==> src/rtl/upx_pkg.sv <==
package upx_pkg;

   localparam int unsigned NUM_BANKS = 4;

   typedef enum logic [2:0] {
      UPX_IDLE,
      UPX_FILL,
      UPX_DRAIN,
      UPX_FLUSH,
      UPX_FINISH
   } upx_state_e;

endpackage

==> src/rtl/upx_bank.sv <==
module upx_bank #(
   parameter int unsigned DATA_W = 8,
   parameter int unsigned DEPTH  = 64,
   localparam int unsigned AW    = (DEPTH > 1) ? $clog2(DEPTH) : 1
) (
   input  logic              clk,
   input  logic              rst_n,
   input  logic              wr_en,
   input  logic [AW-1:0]     wr_addr,
   input  logic [DATA_W-1:0] wr_data,
   input  logic [AW-1:0]     rd_addr,
   output logic [DATA_W-1:0] rd_data
);

   if (DEPTH < 1) begin : g_bad_depth
      $error("upx_bank: DEPTH must be at least 1");
   end

   logic [DATA_W-1:0] mem [DEPTH];

   always_ff @(posedge clk) begin
      if (wr_en) mem[wr_addr] <= wr_data;
   end

   assign rd_data = mem[rd_addr];


   wr_range_chk: assert property (@(posedge clk) disable iff (!rst_n)
      wr_en |-> (32'(wr_addr) < DEPTH));

endmodule

==> src/rtl/upx_drain_seq.sv <==
module upx_drain_seq #(
   parameter int unsigned MAX_COLS = 8,
   parameter int unsigned MAX_ROWS = 8,
   localparam int unsigned COL_W   = $clog2(MAX_COLS + 1),
   localparam int unsigned ROW_W   = $clog2(MAX_ROWS + 1),
   localparam int unsigned DEPTH   = MAX_COLS * MAX_ROWS,
   localparam int unsigned BA_W    = (DEPTH > 1) ? $clog2(DEPTH) : 1,
   localparam int unsigned OA_W    = $clog2(4 * DEPTH)
) (
   input  logic             clk,
   input  logic             rst_n,
   input  logic             clear,
   input  logic             step,
   input  logic [COL_W-1:0] cols,
   input  logic [ROW_W-1:0] rows,
   output logic [1:0]       bank_sel,
   output logic [BA_W-1:0]  bank_addr,
   output logic [OA_W-1:0]  out_idx,
   output logic             last
);

   logic [COL_W:0]  ocol;
   logic [ROW_W:0]  orow;
   logic [BA_W-1:0] row_base;
   logic            col_end;
   logic            row_end;

   assign col_end   = (ocol == ({cols, 1'b0} - (COL_W+1)'(1)));
   assign row_end   = (orow == ({rows, 1'b0} - (ROW_W+1)'(1)));
   assign last      = col_end && row_end;
   assign bank_sel  = {orow[0], ocol[0]};
   assign bank_addr = row_base + BA_W'(ocol[COL_W:1]);

   always_ff @(posedge clk or negedge rst_n) begin
      if (!rst_n) begin
         ocol     <= '0;
         orow     <= '0;
         row_base <= '0;
         out_idx  <= '0;
      end else if (clear) begin
         ocol     <= '0;
         orow     <= '0;
         row_base <= '0;
         out_idx  <= '0;
      end else if (step) begin
         out_idx <= out_idx + OA_W'(1);
         if (col_end) begin
            ocol <= '0;
            orow <= orow + (ROW_W+1)'(1);
            if (orow[0]) row_base <= row_base + BA_W'(cols);
         end else begin
            ocol <= ocol + (COL_W+1)'(1);
         end
      end
   end


   idx_step_chk: assert property (@(posedge clk) disable iff (!rst_n)
      (step && !clear) |=> (out_idx == $past(out_idx) + OA_W'(1)));


   base_range_chk: assert property (@(posedge clk) disable iff (!rst_n)
      step |-> (32'(bank_addr) < DEPTH));

endmodule

==> src/rtl/quad_bank_upscaler.sv <==
module quad_bank_upscaler
   import upx_pkg::*;
#(
   parameter int unsigned DATA_W   = 8,
   parameter int unsigned MAX_COLS = 8,
   parameter int unsigned MAX_ROWS = 8,
   localparam int unsigned COL_W   = $clog2(MAX_COLS + 1),
   localparam int unsigned ROW_W   = $clog2(MAX_ROWS + 1),
   localparam int unsigned DEPTH   = MAX_COLS * MAX_ROWS,
   localparam int unsigned BA_W    = (DEPTH > 1) ? $clog2(DEPTH) : 1,
   localparam int unsigned OA_W    = $clog2(4 * DEPTH)
) (
   input  logic                          clk,
   input  logic                          rst_n,
   input  logic                          start,
   input  logic [COL_W-1:0]              in_cols,
   input  logic [ROW_W-1:0]              in_rows,
   input  logic                          grp_valid,
   input  logic [NUM_BANKS*DATA_W-1:0]   grp_data,
   output logic                          wr_en_o,
   output logic [OA_W-1:0]               wr_addr_o,
   output logic [DATA_W-1:0]             wr_data_o,
   output logic                          busy,
   output logic                          done
);

   if (DATA_W < 1 || MAX_COLS < 1 || MAX_ROWS < 1) begin : g_bad_cfg
      $error("quad_bank_upscaler: widths and maxima must be at least 1");
   end

   upx_state_e        state;
   logic [COL_W-1:0]  cols_q;
   logic [ROW_W-1:0]  rows_q;
   logic [BA_W:0]     total_q;
   logic [BA_W-1:0]   wr_ptr;
   logic              accept;
   logic              fill_last;
   logic              seq_last;
   logic [1:0]        bank_sel;
   logic [BA_W-1:0]   bank_addr;
   logic [OA_W-1:0]   out_idx;
   logic [DATA_W-1:0] bank_rd [NUM_BANKS];

   assign accept    = (state == UPX_FILL) && grp_valid;
   assign fill_last = ({1'b0, wr_ptr} == (total_q - (BA_W+1)'(1)));
   assign busy      = (state != UPX_IDLE);
   assign done      = (state == UPX_FINISH);

   always_ff @(posedge clk or negedge rst_n) begin
      if (!rst_n) begin
         state   <= UPX_IDLE;
         cols_q  <= COL_W'(1);
         rows_q  <= ROW_W'(1);
         total_q <= (BA_W+1)'(1);
         wr_ptr  <= '0;
      end else begin
         unique case (state)
            UPX_IDLE: begin
               if (start) begin
                  cols_q  <= in_cols;
                  rows_q  <= in_rows;
                  total_q <= (BA_W+1)'(in_cols) * (BA_W+1)'(in_rows);
                  wr_ptr  <= '0;
                  state   <= UPX_FILL;
               end
            end
            UPX_FILL: begin
               if (accept) begin
                  wr_ptr <= wr_ptr + BA_W'(1);
                  if (fill_last) state <= UPX_DRAIN;
               end
            end
            UPX_DRAIN: begin
               if (seq_last) state <= UPX_FLUSH;
            end
            UPX_FLUSH:  state <= UPX_FINISH;
            UPX_FINISH: state <= UPX_IDLE;
            default:    state <= UPX_IDLE;
         endcase
      end
   end

   for (genvar b = 0; b < NUM_BANKS; b++) begin : g_bank
      upx_bank #(
         .DATA_W (DATA_W),
         .DEPTH  (DEPTH)
      ) u_bank (
         .clk     (clk),
         .rst_n   (rst_n),
         .wr_en   (accept),
         .wr_addr (wr_ptr),
         .wr_data (grp_data[b*DATA_W +: DATA_W]),
         .rd_addr (bank_addr),
         .rd_data (bank_rd[b])
      );
   end

   upx_drain_seq #(
      .MAX_COLS (MAX_COLS),
      .MAX_ROWS (MAX_ROWS)
   ) u_seq (
      .clk       (clk),
      .rst_n     (rst_n),
      .clear     (state == UPX_IDLE),
      .step      (state == UPX_DRAIN),
      .cols      (cols_q),
      .rows      (rows_q),
      .bank_sel  (bank_sel),
      .bank_addr (bank_addr),
      .out_idx   (out_idx),
      .last      (seq_last)
   );

   always_ff @(posedge clk or negedge rst_n) begin
      if (!rst_n) begin
         wr_en_o   <= 1'b0;
         wr_addr_o <= '0;
         wr_data_o <= '0;
      end else begin
         wr_en_o   <= (state == UPX_DRAIN);
         wr_addr_o <= out_idx;
         wr_data_o <= bank_rd[bank_sel];
      end
   end


   busy_rise_chk: assert property (@(posedge clk) disable iff (!rst_n)
      (!busy && start) |=> busy);


   addr_step_chk: assert property (@(posedge clk) disable iff (!rst_n)
      (wr_en_o && $past(wr_en_o)) |-> (wr_addr_o == $past(wr_addr_o) + OA_W'(1)));


   no_write_in_fill_chk: assert property (@(posedge clk) disable iff (!rst_n)
      (state == UPX_FILL) |-> !wr_en_o);


   done_pulse_chk: assert property (@(posedge clk) disable iff (!rst_n)
      done |=> (!done && !busy));


   done_after_write_chk: assert property (@(posedge clk) disable iff (!rst_n)
      done |-> $past(wr_en_o));


   no_fill_in_drain_chk: assert property (@(posedge clk) disable iff (!rst_n)
      (state == UPX_DRAIN) |=> $stable(wr_ptr));


   dims_hold_chk: assert property (@(posedge clk) disable iff (!rst_n)
      (busy && !done) |=> ($stable(cols_q) && $stable(rows_q)));


   dims_legal_chk: assert property (@(posedge clk) disable iff (!rst_n)
      (!busy && start) |-> (in_cols != '0 && 32'(in_cols) <= MAX_COLS &&
                            in_rows != '0 && 32'(in_rows) <= MAX_ROWS));

endmodule

==> config.mk <==
export PLATFORM = sky130hd
export DESIGN_NAME = quad_bank_upscaler
export DESIGN_NICKNAME = d
export VERILOG_FILES = /design/src/rtl/upx_pkg.sv /design/src/rtl/upx_bank.sv /design/src/rtl/upx_drain_seq.sv /design/src/rtl/quad_bank_upscaler.sv
export SDC_FILE = /design/constraint.sdc
export NUM_CORES = 2
export LEC_CHECK = 0
export ABC_AREA = 0
export BUFFER_PORTS_ARGS = -buffer_cell sky130_fd_sc_hd__buf_2
export CORE_MARGIN = 5
export CORE_UTILIZATION = 50
export CTS_CLUSTER_DIAMETER = 60
export DETAILED_ROUTE_END_ITERATION = 8
export PLACE_DENSITY = 0.63
export SYNTH_ARGS = -nofsm -noshare
export SYNTH_HDL_FRONTEND = slang
export SYNTH_SLANG_ARGS = --single-unit
==> constraint.sdc <==
create_clock -name clk -period 5.4 [get_ports clk]
set_input_delay 0.81 -clock clk [delete_from_list [all_inputs] [get_ports clk]]
set_output_delay 0.81 -clock clk [all_outputs]
set_load 0.01 [all_outputs]
==> out/qor.yml <==
multi_input_area_mm2: 0.0187
clock.fmax_mhz: 202
yosys_warnings: 0
vias_per_cell: 6.24
synth_top_family_by_area: "multiplexers"
drv_slew: 2
drc_errors: 0
final_antenna_net_count: 0
power.density_cell_area_mw_per_mm2: 465
die_area_mm2: 0.173
numCtsBuffers: 209
ios: 63
synthAdderAreaFrac: 0.00526
avgRoutedWirePerCell_um: 31.5
clk_latency_ns: 0.84
crit_fanout: 102
synth_compound_area_frac: 0.0208
cp.required_ns: 6.17
cp-startpoint: "u_seq.ocol[1]"
crit_path_end_kind: "flop"
grt_pass1_wl_mm: 305
cts_root_buf: "clkbuf_16"
drt_iter0_drc: 5522
start_util: 0.504
fin_skew_ns: 0.0553
grtUsageTotal: 0.245
ys_async_sr_fraction: 0.0308
period_share: 0.916
nNetsFinal: 4458
crit_arrival_ns: 5.72
clock_sinks: 2113
endpoint: "wr_data_o[6]"
r2r_end: "wr_data_o[6]"
port_buffers: 62
syn_inst: 4147
die_h_um: 416
setup_tns_ns: 0
rsz0062_at_grt: "no"
die_x_um: 416
cp-start-kind: "flop"
h-tree-depth: 4
drive_gt1_frac: 0.251
hold_viol: 0
grt_pass1_vias: 41700
cts_tree: "yes"
muxShareOfSynthArea: 0.141
firstDrtPassIters: 5
synth.avg_cell_area_um2: 19.8
gp_congestion: 0.826
clk_pin_slew_ns: 0.06
route.vias.total: 42100
mappedNetlistNets: 4222
r2r_cells: 11
synth_cell_types: 48
ir_worst_vdd_uv: 333
post_cts_resized: 0
core_area_mm2: 0.163
grt_overflow: 0
finalSetupViolations: 0
max_cap_viol_count: 1
r2r_slack_ns: 0.45
slew_headroom: -0.0240
seqCellArea_mm2: 0.0631
run_status: "finished, violations left"
power_w: 0.0434
ys_seq_area_frac: 0.767
wirelength_mm: 213
fillCellCount: 12100
worst_pin_slew_ns: 1.53
hp-class: "in -> async"
yosys.area_share.simple: 0.0490
synth_seq_cells: 2113
post_cts.repair.setup_buffers: 0
synth_edf_count: 2048
cts_hold_buf: 0
cts_buffer_depth: 3
num_rows: 148
crit_type: "reg -> reg"
fin_crit_ns: 4.95
crit-reg2reg-launch: "u_seq.ocol[1]"
grt_antenna_before_repair: 10
grt_max_degree: 103
synth_xor_area_frac: 0.00404
ys.flop_type: "edfxtp_1"
dp_hpwl_mm: 120
syn_to_final_growth_pct: 13.4
syn_area_mm2: 0.0823
p_leak_nw: 30.2
violations: "max-capacitance violations, max-slew violations"
-- placed cells by master, fill, tap and decap left out, types with 6 or more instances in the layout --
master	n
edfxtp_1	2048
nand2_1	648
mux4_2	512
clkbuf_16	210
buf_4	166
o21ai_0	92
nand4_1	76
and3_1	67
nor2_4	64
dfrtp_1	62
buf_2	61
a311oi_1	59
clkbuf_1	53
clkinv_1	52
clkinv_2	38
o31ai_1	35
o22ai_1	33
buf_12	31
nor2_1	24
ha_1	24
inv_1	19
xnor2_1	18
xor2_1	18
nand3_1	16
and2_1	14
nor2b_1	11
bufinv_16	11
a21oi_1	7
clkinvlp_4	7
a21o_1	6
clkinv_8	6
-- Yosys cell counts (all sizes together), types with 4 or more instances --
cell    number  area share
xor2        19      0.0020
a22o         4     0.00043
edfxtp    2048        0.75
nand2      649       0.030
nand3       16     0.00097
o31ai       35      0.0032
nand4       76      0.0058
a311oi      64      0.0068
nor2b       11     0.00084
inv         19     0.00087
and2        15      0.0012
dfrtp       62       0.019
xnor2       19      0.0020
ha          25      0.0038
a21o         6     0.00055
mux4       512        0.14
o21ai       93      0.0057
and3        67      0.0051
o22ai       33      0.0025
nor3         5     0.00030
a21oi        7     0.00043
nor2        90      0.0041
clkbuf     108      0.0049
buf        126      0.0074
or3          6     0.00046
fa           6      0.0015
-- state kept, by name (all words and copies together), names as in the netlist, 5 cells and up --
register and flops:
u_seq.orow 5, wr_addr_o 8, total_q 7, wr_data_o 8, u_seq.ocol 5, g_bank.u_bank.mem 2048
u_seq.row_base 6, u_seq.out_idx 8, wr_ptr 6
-- critical path, stage by stage, from the launching register on --
cell and delay (ns):
dfrtp_1 0.47, ha_4 0.17, inv_1 0.05, fa_4 1.06, buf_12 0.34, buf_12 0.47, mux4_2 0.34, nand2_1 0.05
and3_1 0.20, a311oi_1 1.17, o31ai_1 0.25, nand4_1 0.13
-- cell families after synthesis --
kind of cell,Yosys count
xor gates and xnor gates,38
muxes,516
AOI/OAI and AO/OA,253
buffers and inverters,253
adders and majority gates,31
and+or+nand+nor,943
DFF,2113
-- metal layers --
metal  routed length, um  GRT usage  share of wire
met1               88200      0.368           0.41
met2               99700      0.378           0.47
met3               19800     0.0473          0.093
met4                4840     0.0614          0.023
met5                  12          0       0.000056
-- where the power goes --
part	leakage, nW	internal, W	total [W]	switching [W]
combinational	7.70	0.00428	0.0107	0.00647
sequential	19.3	0.0185	0.0188	0.000294
clock	3.19	0.00776	0.0139	0.00616
total	30.2	0.0305	0.0434	0.0129
-- through the flow --
step	cell area [um2]	setup slack (ns)	hold WS, ns	utilization	std cells
2_1_floorplan	82300	2.03	0.373	-	4147
6_report	93300	0.453	0.147	0.572	6745
4_1_cts	93300	0.564	0.132	0.572	6740
5_1_grt	93300	0.466	0.188	0.572	6740
3_5_place_dp	86800	0.602	0.386	0.532	6347
3_3_place_gp	86700	0.395	0.384	0.532	6346
-- layout make-up --
cell class                 count  area share
clock buffer                 267      0.0590
timing repair buffer         259      0.0234
multi-input combinational   1781       0.200
inverter                      19    0.000764
tap                         2175      0.0292
clock inverter               126      0.0113
antenna                        5    0.000134
sequential                  2113       0.676
-- worst min-delay path by stage --
stage                   end  slack [ns]  depth (start not counted)
5_1_grt             wr_en_o        0.19                          1
2_1_floorplan  wr_addr_o[7]        0.37                          0
3_3_place_gp   wr_addr_o[7]        0.38                          0
6_report       wr_addr_o[7]        0.15                          1
3_5_place_dp   wr_addr_o[7]        0.39                          0
4_1_cts        wr_data_o[4]        0.13                          1
Note: power is estimated with default switching activity, not from simulation.
